File: src/rtl/seqwd_pkg.sv
package seqwd_pkg;
    typedef enum logic [1:0] {ST_OFF, ST_RUN, ST_EXPIRED} run_st_t;
    typedef enum logic {SV_IDLE, SV_ARMED} svc_st_t;

    localparam logic [3:0] OFS_CTRL  = 4'h0;
    localparam logic [3:0] OFS_SVC   = 4'h2;
    localparam logic [3:0] OFS_CAUSE = 4'h4;
    localparam logic [3:0] OFS_ICTL  = 4'h6;
    localparam logic [3:0] OFS_MISC  = 4'h8;

    localparam logic [15:0] KEY_FIRST  = 16'h5555;
    localparam logic [15:0] KEY_SECOND = 16'hAAAA;
endpackage

File: src/rtl/seqwd_svc.sv
module seqwd_svc
    import seqwd_pkg::*;
(
    input  logic        clk,
    input  logic        rst_n,
    input  logic        wr_i,
    input  logic [15:0] data_i,
    output logic        reload_o
);
    svc_st_t st_q, st_d;

    always_comb begin
        st_d = st_q;
        unique case (st_q)
            SV_IDLE:  if (wr_i && data_i == KEY_FIRST) st_d = SV_ARMED;
            SV_ARMED: if (wr_i) st_d = (data_i == KEY_FIRST) ? SV_ARMED : SV_IDLE;
            default:  st_d = SV_IDLE;
        endcase
    end

    always_ff @(posedge clk or negedge rst_n) begin
        if (!rst_n) st_q <= SV_IDLE;
        else        st_q <= st_d;
    end

    assign reload_o = wr_i && (st_q == SV_ARMED) && (data_i == KEY_SECOND);

    // a completed key pair leaves the decoder disarmed
    assert_key_disarms_R3: assert property (@(posedge clk) disable iff (!rst_n)
        reload_o |=> st_q == SV_IDLE);
endmodule

File: src/rtl/seqwd_pdown.sv
module seqwd_pdown #(
    parameter int PD_TICKS = 32
) (
    input  logic clk,
    input  logic rst_n,
    input  logic tick_i,
    input  logic clr_i,
    output logic en_o,
    output logic pulse_o
);
    localparam int PD_W = $clog2(PD_TICKS + 1);
    localparam logic [PD_W-1:0] PD_LAST = PD_W'(PD_TICKS - 1);

    logic [PD_W-1:0] cnt_q;
    logic            en_q, pulse_q;

    always_ff @(posedge clk or negedge rst_n) begin
        if (!rst_n) begin
            cnt_q   <= '0;
            en_q    <= 1'b1;
            pulse_q <= 1'b0;
        end else begin
            pulse_q <= 1'b0;
            if (clr_i) begin
                en_q <= 1'b0;
            end else if (en_q && tick_i) begin
                if (cnt_q == PD_LAST) begin
                    pulse_q <= 1'b1;
                    en_q    <= 1'b0;
                end else begin
                    cnt_q <= cnt_q + 1'b1;
                end
            end
        end
    end

    assign en_o    = en_q;
    assign pulse_o = pulse_q;

    // the power-down pulse lasts one clock and never repeats
    assert_pd_single_R10: assert property (@(posedge clk) disable iff (!rst_n)
        pulse_q |=> (!pulse_q && !en_q));
endmodule

File: src/rtl/seqwd_timer.sv
module seqwd_timer
    import seqwd_pkg::*;
#(
    parameter int         TICK_DIV  = 0,
    parameter int         PD_TICKS  = 32,
    parameter logic [7:0] PRE_RESET = 8'd4
) (
    input  logic        clk,
    input  logic        rst_n,
    input  logic        por_n,
    input  logic        tick_i,
    input  logic        lowpower_i,
    input  logic        wr_en_i,
    input  logic [3:0]  addr_i,
    input  logic [15:0] wdata_i,
    output logic [15:0] rdata_o,
    output logic        irq_o,
    output logic        int_rst_o,
    output logic        ext_rst_n_o
);
    localparam int CNT_W = 9;
    localparam int DIV_W = $clog2(TICK_DIV > 1 ? TICK_DIV : 2);

    // time base
    logic tick;
    generate
        if (TICK_DIV > 1) begin : g_div
            logic [DIV_W-1:0] div_q;
            always_ff @(posedge clk or negedge rst_n) begin
                if (!rst_n)      div_q <= '0;
                else if (tick_i) div_q <= (div_q == DIV_W'(TICK_DIV - 1)) ? '0 : div_q + 1'b1;
            end
            assign tick = tick_i && (div_q == DIV_W'(TICK_DIV - 1));
        end else begin : g_direct
            assign tick = tick_i;
        end
    endgenerate

    // register writes
    logic wr_ctrl, wr_svc, wr_ictl, wr_misc;
    assign wr_ctrl = wr_en_i && (addr_i == OFS_CTRL);
    assign wr_svc  = wr_en_i && (addr_i == OFS_SVC);
    assign wr_ictl = wr_en_i && (addr_i == OFS_ICTL);
    assign wr_misc = wr_en_i && (addr_i == OFS_MISC);

    logic [7:0] wt_q, pre_q;
    logic wda_q, wre_q, wde_q, frz_q, frz_lock_q, sw_rst_q, ie_q, is_q;
    logic tout_q, sft_q;
    logic svc_reload, pd_en, pd_pulse;

    run_st_t          st_q, st_d;
    logic [CNT_W-1:0] cnt_q, load_val;
    logic             step, pre_hit, expire_evt;

    seqwd_svc u_svc (
        .clk      (clk),
        .rst_n    (rst_n),
        .wr_i     (wr_svc),
        .data_i   (wdata_i),
        .reload_o (svc_reload)
    );

    seqwd_pdown #(.PD_TICKS(PD_TICKS)) u_pdown (
        .clk     (clk),
        .rst_n   (rst_n),
        .tick_i  (tick),
        .clr_i   (wr_misc && !wdata_i[0]),
        .en_o    (pd_en),
        .pulse_o (pd_pulse)
    );

    always_ff @(posedge clk or negedge rst_n) begin
        if (!rst_n) begin
            wt_q       <= '0;
            wda_q      <= 1'b1;
            wre_q      <= 1'b0;
            wde_q      <= 1'b0;
            frz_q      <= 1'b0;
            frz_lock_q <= 1'b0;
            sw_rst_q   <= 1'b0;
        end else if (wr_ctrl) begin
            wt_q  <= wdata_i[15:8];
            wda_q <= wdata_i[5];
            wre_q <= wdata_i[3];
            wde_q <= wde_q | wdata_i[2];
            if (!frz_lock_q) begin
                frz_q      <= wdata_i[0];
                frz_lock_q <= 1'b1;
            end
            if (!wdata_i[4]) sw_rst_q <= 1'b1;
        end
    end

    // sequencer
    assign load_val   = {1'b0, wt_q} + 9'd1;
    assign step       = (st_q == ST_RUN) && tick && !(frz_q && lowpower_i) && !svc_reload;
    assign pre_hit    = step && ((cnt_q - 9'd1) == {1'b0, pre_q});
    assign expire_evt = (st_q == ST_RUN) && (st_d == ST_EXPIRED);

    always_comb begin
        st_d = st_q;
        unique case (st_q)
            ST_OFF:     if (wde_q) st_d = ST_RUN;
            ST_RUN:     if (step && cnt_q == 9'd1) st_d = ST_EXPIRED;
            ST_EXPIRED: st_d = ST_EXPIRED;
            default:    st_d = ST_OFF;
        endcase
    end

    always_ff @(posedge clk or negedge rst_n) begin
        if (!rst_n) st_q <= ST_OFF;
        else        st_q <= st_d;
    end

    always_ff @(posedge clk or negedge rst_n) begin
        if (!rst_n) begin
            cnt_q <= '0;
        end else if (st_q == ST_OFF) begin
            cnt_q <= load_val;
        end else if (st_q == ST_RUN) begin
            if (svc_reload) cnt_q <= load_val;
            else if (step)  cnt_q <= cnt_q - 9'd1;
        end
    end

    // pre-timeout interrupt
    always_ff @(posedge clk or negedge rst_n) begin
        if (!rst_n) begin
            ie_q  <= 1'b0;
            is_q  <= 1'b0;
            pre_q <= PRE_RESET;
        end else begin
            if (wr_ictl) begin
                ie_q  <= wdata_i[15];
                pre_q <= wdata_i[7:0];
                if (wdata_i[14]) is_q <= 1'b0;
            end
            if (pre_hit) is_q <= 1'b1;
        end
    end

    // reset cause, power-on domain
    always_ff @(posedge clk or negedge por_n) begin
        if (!por_n) begin
            tout_q <= 1'b0;
            sft_q  <= 1'b0;
        end else if (expire_evt) begin
            tout_q <= 1'b1;
            sft_q  <= 1'b0;
        end else if (wr_ctrl && !wdata_i[4]) begin
            tout_q <= 1'b0;
            sft_q  <= 1'b1;
        end
    end

    // outputs
    always_comb begin
        int_rst_o   = sw_rst_q || (st_q == ST_EXPIRED && !wre_q);
        ext_rst_n_o = !((st_q == ST_EXPIRED && wre_q) || !wda_q || pd_pulse);
        irq_o       = ie_q && is_q;
    end

    always_comb begin
        case (addr_i)
            OFS_CTRL:  rdata_o = {wt_q, 2'b00, wda_q, 1'b1, wre_q, wde_q, 1'b0, frz_q};
            OFS_CAUSE: rdata_o = {14'd0, tout_q, sft_q};
            OFS_ICTL:  rdata_o = {ie_q, is_q, 6'd0, pre_q};
            OFS_MISC:  rdata_o = {15'd0, pd_en};
            default:   rdata_o = 16'h0000;
        endcase
    end

    // enable cannot be withdrawn
    assert_enable_sticky_R4: assert property (@(posedge clk) disable iff (!rst_n)
        wde_q |=> wde_q);
    // a reload restores WT+1
    assert_reload_value_R3: assert property (@(posedge clk) disable iff (!rst_n)
        (svc_reload && st_q == ST_RUN) |=> cnt_q == ({1'b0, $past(wt_q)} + 9'd1));
    // expiry is final until system reset
    assert_expired_holds_R2: assert property (@(posedge clk) disable iff (!rst_n)
        st_q == ST_EXPIRED |=> st_q == ST_EXPIRED);
    // count stays within WT+1 range
    assert_cnt_bound_R2: assert property (@(posedge clk) disable iff (!rst_n)
        cnt_q <= 9'd256);
    // frozen count does not move
    assert_frozen_R5: assert property (@(posedge clk) disable iff (!rst_n)
        (st_q == ST_RUN && frz_q && lowpower_i && !svc_reload) |=> $stable(cnt_q));
    // status rises only at the programmed distance
    assert_pre_match_R8: assert property (@(posedge clk) disable iff (!rst_n)
        $rose(is_q) |-> cnt_q == {1'b0, pre_q});
    // timeout cause persists until a software request or power-on reset
    assert_tout_keeps_R9: assert property (@(posedge clk) disable iff (!por_n)
        (tout_q && !(wr_ctrl && !wdata_i[4])) |=> tout_q);
endmodule

File: config.mk
export PLATFORM = sky130hd
export DESIGN_NAME = seqwd_timer
export DESIGN_NICKNAME = d
export VERILOG_FILES = /design/src/rtl/seqwd_pkg.sv /design/src/rtl/seqwd_svc.sv /design/src/rtl/seqwd_pdown.sv /design/src/rtl/seqwd_timer.sv
export SDC_FILE = /design/constraint.sdc
export NUM_CORES = 1
export LEC_CHECK = 0
export BUFFER_PORTS_ARGS = -buffer_cell sky130_fd_sc_hd__buf_2
export CORE_ASPECT_RATIO = 1.75
export CORE_MARGIN = 2
export CORE_UTILIZATION = 45
export CTS_CLUSTER_DIAMETER = 120
export DETAILED_ROUTE_END_ITERATION = 16
export HOLD_SLACK_MARGIN = 0.05
export PLACE_DENSITY = 0.63
export SLEW_MARGIN = 20
export SYNTH_ARGS = -nofsm -noshare
export SYNTH_HDL_FRONTEND = slang
export SYNTH_SLANG_ARGS = --single-unit
File: constraint.sdc
create_clock -name clk -period 6 [get_ports clk]
set_clock_uncertainty 0.2 [all_clocks]
set_input_delay 0.3 -clock clk [delete_from_list [all_inputs] [get_ports clk]]
set_output_delay 0.3 -clock clk [all_outputs]
set_load 0.01 [all_outputs]
### Yosys cells after proc, flatten, opt, wreduce, memory -nomap -nowiden

Cells that the tools add are included.

* register bits after elaboration: 46
* input bits: 26
* output and inout bits: 19
* word-level logic and storage cells: 109

* add/sub/neg operators: 3
* equality and inequality tests: 12
* mux-type cells: 25
* bitwise operators: 6
* reductions and logical operators: 45

Operators by type and width (count)
* $pmux W16 S4: 1
* $mux W9: 4
* $logic_and A1 B1 Y1: 20
* $eq A16 B15 Y1 const B: 1
* $eq A16 B16 Y1 const B: 1
* $mux W1: 16
* $reduce_bool A2 Y1: 6
* $reduce_and A2 Y1: 5
* $add A8 B1 Y9 const B: 1
* $eq A9 B1 Y1 const B: 1
* $eq A9 B8 Y1: 1
* $sub A9 B1 Y9 const B: 1
* $eq A4 B3 Y1 const B: 2
* $logic_not A1 Y1: 7
* $add A6 B1 Y6 const B: 1
* $eq A6 B5 Y1 const B: 1
* $pmux W2 S3: 1
* $not A1 Y1: 5
* $eq A2 B2 Y1 const B: 2
* $eq A4 B2 Y1 const B: 1
* $eq A4 B4 Y1 const B: 1
* $logic_not A4 Y1: 1
* $mux W2: 2
* $logic_or A1 B1 Y1: 3
* 6 further kinds: 6

### Longest topological paths before layout

Gate-level depths: netlist of run 1.

* word-level depth: 12
* depth in mapped cells: 7
* gate-level depth less buffers: 7

### Hierarchy

Synthesis of run 1 repeated with hierarchy kept, for this count alone.

* cell total of the unflattened synthesis: 272
* area total of the unflattened synthesis: 2711.4 um^2

By module, submodules not included
* seqwd_timer: times used 1, cells each 225, area an instance 2185.8 um^2, sequential area each 928.4 um^2
* seqwd_pdown: times used 1, cells each 31, area an instance 375.4 um^2, sequential area each 201.4 um^2
* seqwd_svc: times used 1, cells each 16, area an instance 150.1 um^2, sequential area each 25.0 um^2

### Least setup slack after synthesis of run 1

OpenSTA, ideal clock, no wires.

* path type: register -> register
* from: register cnt_q[0]
* to: register is_q
* setup time: 110 ps
* arrival: 1764 ps
* required time: 5690 ps
* setup slack: 3926 ps
* cell stages (with the launch flop): 8
* buffers on the path: 0
* clock period less this slack: 2074 ps
* cells stage by stage: dfrtp_1 > inv_1 > ha_1 > nor3b_2 > and3_1 > a32o_1 > nor2_1 > o41ai_1

* cells in the longest elaborated chain, start to end: 5
* elaborated cells on any way between the ends: 7
* classes of those cells: 1 x add/sub; 1 x eq/ne; 1 x mux; 4 x reduce/logical

Ends and longest elaborated chain
* start: declaration: line seqwd_timer.sv:52 `logic [CNT_W-1:0] cnt_q, load_val;`
* start signal: assignment: line seqwd_timer.sv:119 `cnt_q <= load_val;`
* start signal: assignment: line seqwd_timer.sv:121 `if (svc_reload) cnt_q <= load_val;`
* start signal: assignment: line seqwd_timer.sv:122 `else if (step) cnt_q <= cnt_q - 9'd1;`
* $sub A9 B1 Y9 *: line seqwd_timer.sv:97 `assign pre_hit = step && ((cnt_q - 9'd1) == {1'b0, pre_q});`
* $eq A9 B8 Y1 *: line seqwd_timer.sv:97
* $logic_and A1 B1 Y1 *: line seqwd_timer.sv:97
* $reduce_bool A2 Y1 (no line)
* $reduce_and A2 Y1 (no line)
* end signal: assignment: line seqwd_timer.sv:130 `is_q <= 1'b0;`
* end signal: assignment: line seqwd_timer.sv:136 `if (wdata_i[14]) is_q <= 1'b0;`
* end signal: assignment: line seqwd_timer.sv:138 `if (pre_hit) is_q <= 1'b1;`
* end: declaration: line seqwd_timer.sv:47 `logic wda_q, wre_q, wde_q, frz_q, frz_lock_q, sw_rst_q, ie_q, is_q;`

Every way passes the cells marked *; elsewhere a longest branch is shown, timed or not.
A chain may end at the register's enable or synchronous reset.

### Worst setup path in the final report of run 1

* from: input wdata_i[8]
* to: register cnt_q[8]

* cells in the longest elaborated chain, start to end: 6
* elaborated cells on any way between the ends: 9
* classes of those cells: 1 x eq/ne; 3 x mux; 5 x reduce/logical

Ends and longest elaborated chain
* start: declaration: line seqwd_timer.sv:15 `input logic [15:0] wdata_i,`
* $eq A16 B16 Y1 *: line seqwd_svc.sv:26 `assign reload_o = wr_i && (st_q == SV_ARMED) && (data_i == KEY_SECOND);`
* $logic_and A1 B1 Y1 *: line seqwd_svc.sv:26
* $logic_not A1 Y1: line seqwd_timer.sv:96 `assign step = (st_q == ST_RUN) && tick && !(frz_q && lowpower_i) && !svc_reload;`
* $logic_and A1 B1 Y1: line seqwd_timer.sv:96
* $reduce_bool A3 Y1 (no line)
* $reduce_and A2 Y1 (no line)

Every way passes the cells marked *; elsewhere a longest branch is shown, timed or not. The select of a mux whose other input is x is not followed.

==> results of run 1 <==
==> metrics by stage <==
stage,cells,area (µm²)
2_1_floorplan,281,2840
3_3_place_gp,393,3100
3_5_place_dp,393,3110
4_1_cts,408,3270
5_1_grt,408,3280
6_report,408,3280
==> cell families after synthesis <==
kind of cell / after synthesis
and+or+nand+nor: 109
AOI/OAI and AO/OA: 49
DFF: 46
muxes: 29
buffers and inverters: 25
xor gates and xnor gates: 19
adders and majority gates: 4
==> worst max-delay path, cell delays in order <==
cell,delay [ns]
dlygate4sd3_1,0.53
buf_2,0.14
nor4bb_1,0.43
nand4_1,0.34
o22ai_4,0.54
mux2_2,0.40
a22oi_1,0.20
==> final cells by class <==
cell class	count	area, µm²	share of cell area
multi-input combinational	210	1590	0.485
sequential	46	1150	0.352
timing repair buffer	51	293	0.0892
tap	80	100	0.0305
clock buffer	7	86.3	0.0263
inverter	13	48.8	0.0149
clock inverter	1	8.76	0.00267
==> worst paths after layout <==
path	start	endpoint	slack, ns	cells past startpoint
worst max-delay path	wdata_i[8]	cnt_q[8]$_DFFE_PN0P_	3.12	7
worst min-delay path	wdata_i[12]	wt_q[4]$_DFFE_PN0P_	0.06	2
worst max register to register	flop	cnt_q[8]$_DFFE_PN0P_	3.42	5
worst min register to register	sw_rst_q$_DFFE_PN0P_	sw_rst_q$_DFFE_PN0P_	0.27	1
max in group asynchronous	rst_n	cnt_q[0]$_DFFE_PN0P_	4.86	2
min in group asynchronous	por_n	sft_q$_DFFE_PN0P_	0.10	2
==> synth_stat cells (3+ instances only) <==
| cell | n |
|---|---|
| dfrtp_1 | 43 |
| nand2_1 | 26 |
| mux2_2 | 16 |
| nor2_1 | 16 |
| inv_1 | 13 |
| and2_1 | 11 |
| xnor2_1 | 10 |
| xor2_1 | 9 |
| nand3_1 | 8 |
| nand4_1 | 8 |
| nor3_1 | 8 |
| o211ai_1 | 8 |
| a22o_1 | 7 |
| mux2_1 | 7 |
| nor4bb_1 | 7 |
| a21oi_1 | 6 |
| clkbuf_1 | 6 |
| mux2i_1 | 6 |
| nand3b_1 | 6 |
| o21ai_0 | 5 |
| ha_1 | 4 |
| a22oi_1 | 3 |
| and3_1 | 3 |
| dfstp_2 | 3 |
==> sequential cells by signal, summed over array words and instances, names as in the netlist, 2 cells and up, named ones only <==
signal,cells
cnt_q,9
pre_q,8
wt_q,8
u_pdown.cnt_q,6
st_q,2
==> power groups by stage <==
stage                     registers (mW)  logic (mW)  clock network, mW
after floorplan                    0.384      0.0800                  0
after global placement             0.400       0.120                  0
after detailed placement           0.400       0.123                  0
after CTS                          0.394       0.127              0.209
after global routing               0.401       0.140              0.220
final                              0.395       0.126              0.205
==> per-layer routing <==
metal / vias up / part of all wire
li1: 1119 / -
met1: 1201 / 0.39
met2: 55 / 0.55
met3: 19 / 0.024
met4: 0 / 0.031
met5: - / 0
==> impl_results.md, run 1 <==
* Status: finished, final reports clean
* # port buffers at 44
* CTS tree: done
* Filler Cell Count at between 500 and 600
* Ys Warns at 0
* Post-synth top area cell: dfrtp_1
* Initial core utilization at 0.463
* Setup ws final at roughly 3.1 ns
* Busiest grt layer: met2
* Comb pwr share at 0.174
* Max-Cap Viols at 0
* Wire length per cell at around 19 µm
* Syn Inst Count at about 280
* Die span in y at 109 µm
* TritonCTS Sinks at 46
* Die width at 64.0 µm
* Grt met3 use at 0.0310
* IO Pins at between 40 and 50
* Sw power at approximately 220 µW
* Pre-CTS setup slack at about 2.9 ns
* Commonest non-fill, non-tap cells in the layout: dfrtp_1 (43), buf_2 (43), nand2_1 (26), nor2_1 (16), mux2_2 (16)
* Critical Path RT at around 6.0 ns
* GR Util met2 at 0.420
* Final Cycle Share at 0.480
* Max Buffers Root-to-Sink at 2
* Synth top area share at 0.379
* CP Data Arrival Time at 2.88 ns
* Multiplexer area fraction after synthesis at 0.112
* Layout cells sized above 1 at 0.250
* Min Hold Slack at a little over 0.06 ns
* DR iter-0 viols at between 100 and 150
* Initial antenna violation count at 0
* Fmax at 347 MHz
* CTS Hold Buffers Added at 7
* Worst-Margin Slew at roughly 0.75 ns
* Clk pin slew, worst setup/hold paths at 0.09 ns
* GP Congestion at 0.812
* Total internal power at roughly 510 µW
* FF+latch count, synth at 46
* Fin util at 0.535
* Largest net degree at the start of global routing at 45
* Vias in the first global route at 2415
* Main synth FF type: dfrtp_1
* Worst slew margin at 0.498
* ANT cells at 0
* Final Max Slew Viols at 0
* Drt total wl at ~7.6 mm
* Seq/Total Area, Yosys at 0.407
* Detailed Routing Iterations Pass 1 at 4
* Setup Buffers After CTS at 0
* Post_cts resized at 0
* Post-Syn Area at between 0.002 and 0.003 mm²
* Tmin final at 2.88 ns
* RSZ-0062 raised after global routing: no
* Peak VDD IR at about 0.14 mV
* Sequential power share at 0.544
* Switching Fraction at 0.296
* Setup-failing EPs final at 0
* EDFF count, synth at 0
* Synth Area in Simple Gates at 0.222
* Die Area at roughly 0.0070 mm²
* Vias/cell at between 5 and 6
* Setup TNS Final at 0 ns
* Total power at approximately 730 µW
* Overflow after GRT at 0
* Met1 usage in global routing at 0.258
* Nature of the critical path endpoint: flop
* Nets at around 360
* Syn avg cell area at around 10 µm²
* Post-route ant nets at 0
* Worst-path fanout max at 17
* Post-Synth Adder-Cell Area at 0.0176
* Post-route DRC at 0
* Clock root buffer: clkbuf_8
* P&R area growth vs syn at 15.7%
* Compound-Gate Fraction of Synth Area at 0.141
* HPWL after DPL at 5.77 mm
* Distinct cells, synth at 61
* Later-pin clock latency in the skew report at roughly 0.30 ns
* Synth async-reset ratio at 1.00
* Total track usage at 0.228
* Vias after detailed routing at around 2.4k
* Leakage at around 1.5 nW
* Post-synthesis xor/xnor area fraction at 0.0586
* H-tree depth at 2
* Pwr/cell area at about 220 mW/mm²
* Worst Setup Path Type: in2reg
* Largest family of logic cells by synthesized area: simple AND/OR/NAND/NOR gates
* Startpoint Class: input port
* Mapped Nets at 311
* Synth area leaders: dfrtp_1 (38%), mux2_2 (6.3%), nand2_1 (3.4%)
* First-pass GRT wire length at 12.2 mm
* Clock share of power at 0.282
* Cts bufs inserted at 5
* Site Rows at 38
* Worst Hold Class: in2reg
* Fin. Hold Viols at 0
* Core area at slightly above 0.006 mm²
(Power assumes the default switching activity.)
==> run 2, diff against run 1 <==
Settings changed: PLACE_DENSITY 0.63 to 0.65.
Clock period 6 ns to 2.5 ns, I/O delays scaled along.
==> impl_results.md, run 2 (synthesis results as in run 1) <==
* Max reg flops at 9 (unchanged)
* HPWL after DPL at 5.89 mm (was 5.77 mm)
* Setup TNS Final at 0 ns (unchanged)
* Delay-heaviest family, CP: buffers and inverters (was simple AND/OR/NAND/NOR gates)
* CTS tree: done (unchanged)
* Critical Path RT at 2.48 ns (was 6.00 ns)
* Status: finished, final reports clean (unchanged)
* Clk pin slew, worst setup/hold paths at 0.08 ns (was 0.09 ns)
* Biggest regs: cnt_q (9), pre_q (8), wt_q (8) (unchanged)
* Largest Register: cnt_q (unchanged)
* Commonest non-fill, non-tap cell in the layout: buf_2
* Layout cells sized above 1 at 0.261 (was 0.250)
* Pwr/cell area at 497 mW/mm² (was 222 mW/mm²)
* Worst Hold Class: in2reg (unchanged)
* Tmin final at 2.34 ns
* Detailed Routing Iterations Pass 1 at 4 (unchanged)
* Core area at 0.00613 mm² (unchanged)
* GP Congestion at 0.938 (was 0.812)
* H-tree depth at 2 (unchanged)
* Nature of the critical path endpoint: flop (unchanged)
* Max-Cap Viols at 0 (unchanged)
* Wire length per cell at 17.8 µm (was 18.5 µm)
* Drt total wl at 7.67 mm (was 7.57 mm)
* Max Buffers Root-to-Sink at 2 (unchanged)
* Total track usage at 0.237 (was 0.228)
* Cts bufs inserted at 5 (unchanged)
* TritonCTS Sinks at 46 (unchanged)
* Die width at 64.0 µm (unchanged)
* Largest stage delay on the critical path at 0.54 ns (about the same)
* Vias in the first global route at 2607 (was 2415)
* CP max-delay cell: or4_4 (was o22ai_4)
* Setup ws final at 0.160 ns (was 3.12 ns)
* Critical Path, Cell by Cell: dlygate4sd3_1 -> buf_2 -> nand3b_1 -> or4_4 -> o22ai_4 -> buf_4 -> o211ai_1 -> a22o_1 (was dlygate4sd3_1 -> buf_2 -> nor4bb_1 -> nand4_1 -> o22ai_4 -> mux2_2 -> a22oi_1)
* Site Rows at 38 (unchanged)
* Post-route ant nets at 0 (unchanged)
* Post-route DRC at 0 (unchanged)
* Clock root buffer: clkbuf_8 (unchanged)
* DR iter-0 viols at 156 (was 104)
* # port buffers at 44 (unchanged)
* Final Cycle Share at 0.936
* Later-pin clock latency in the skew report at 0.31 ns (was 0.30 ns)
* Pre-CTS setup slack at 0.122 ns (was 2.88 ns)
* Fin. Hold Viols at 0 (unchanged)
* Worst slew margin at 0.649 (was 0.498)
* Initial antenna violation count at 0 (unchanged)
* Commonest non-fill, non-tap cells in the layout: buf_2 (44), dfrtp_1 (43), nand2_1 (26), dlygate4sd3_1 (21) (was dfrtp_1 (43), buf_2 (43), nand2_1 (26), nor2_1 (16), mux2_2 (16))
* ANT cells at 0 (unchanged)
* P&R area growth vs syn at 22.4% (was 15.7%)
* Final Max Slew Viols at 0 (unchanged)
* Vias/cell at 5.71 (was 5.87)
* CP Data Arrival Time at 2.32 ns (was 2.88 ns)
* Buf/Inv on CP at 3 (was 2)
* Leakage at 1.58 nW (was 1.49 nW)
* Filler Cell Count at 533 (was 568)
* Die Area at 0.00698 mm² (unchanged)
* Worst-Margin Slew at 0.524 ns (was 0.747 ns)
* Die span in y at 109 µm (unchanged)
* Worst-path fanout max at 7 (was 17)
* Overflow after GRT at 0 (unchanged)
* Fmax at roughly 430 MHz
* Vias after detailed routing at 2467 (was 2394)
* Initial core utilization at 0.463 (unchanged)
* Setup-failing EPs final at 0 (unchanged)
* RSZ-0062 raised after global routing: no (unchanged)
* Peak VDD IR at 0.369 mV (was 0.138 mV)
* Worst Setup Path Type: in2reg (unchanged)
* Nets at 381 (was 357)
* Largest net degree at the start of global routing at 26 (was 45)
* IO Pins at 45 (unchanged)
* Startpoint Class: input port (unchanged)
* First-pass GRT wire length at 12.5 mm (was 12.2 mm)
[run 2: metal layers]
metal  vias to the layer above  routed length [µm]  GRT usage  share of wire
li1                       1171                   -          -              -
met1                      1197                2790      0.239           0.36
met2                        72                4230      0.444           0.55
met3                        27                 241     0.0330          0.031
met4                         0                 409      0.154          0.053
met5                         -                   0          0              0
[run 2: worst paths after layout]
| kind | from | endpoint | slack, ns | cells after the start |
|---|---|---|---|---|
| max | wdata_i[14] | cnt_q[3]$_DFFE_PN0P_ | 0.16 | 8 |
| min | addr_i[0] | u_pdown.pulse_o$_DFF_PN0_ | 0.09 | 3 |
| max reg2reg | cnt_q[0]$_DFFE_PN0P_ | is_q$_DFFE_PN0P_ | 0.20 | 7 |
| min reg2reg | sw_rst_q$_DFFE_PN0P_ | sw_rst_q$_DFFE_PN0P_ | 0.27 | 1 |
| max in group asynchronous | rst_n | wda_q$_DFFE_PN1P_ | 1.26 | 3 |
| min in group asynchronous | rst_n | sw_rst_q$_DFFE_PN0P_ | 0.10 | 2 |
[run 2: final cells by class]
cell class | instances | area [µm²] | area share
multi-input combinational | 210 | 1580 | 0.454
sequential | 46 | 1150 | 0.332
timing repair buffer | 75 | 505 | 0.145
tap | 80 | 100 | 0.0288
clock buffer | 6 | 72.6 | 0.0209
inverter | 13 | 48.8 | 0.0140
clock inverter | 2 | 13.8 | 0.00396
[run 2: metrics by stage]
step	cell area, µm²	cells	power [mW]	hold WS, ns	util
after floorplan	2840	281	1.11	-0.371	-
after global placement	3150	400	1.25	-0.290	0.513
after detailed placement	3150	400	1.26	-0.288	0.513
after CTS	3450	429	1.74	0.0900	0.562
after global routing	3470	432	1.81	0.125	0.567
final	3470	432	1.73	0.0885	0.567
[run 2: where the power goes]
group | internal (mW) | leakage [nW] | switching [mW]
registers | 0.839 | 0.559 | 0.111
clock network | 0.197 | 0.0452 | 0.257
logic | 0.176 | 0.977 | 0.146
[run 2: what timing repair did]
item                                    4_1_cts  5_1_grt
endpoints found under the hold margin        49        0
hold buffers                                 21        0
resized for setup                             0        1
buffers inserted                              0        3
endpoints found under the setup margin        0        6
[run 2: worst min-delay path, delay by kind of cell]
kind / cells / cell delay (ns)
buf+inv: 1 / 0.17
compound gates: 1 / 0.14
simple gates: 1 / 0.12
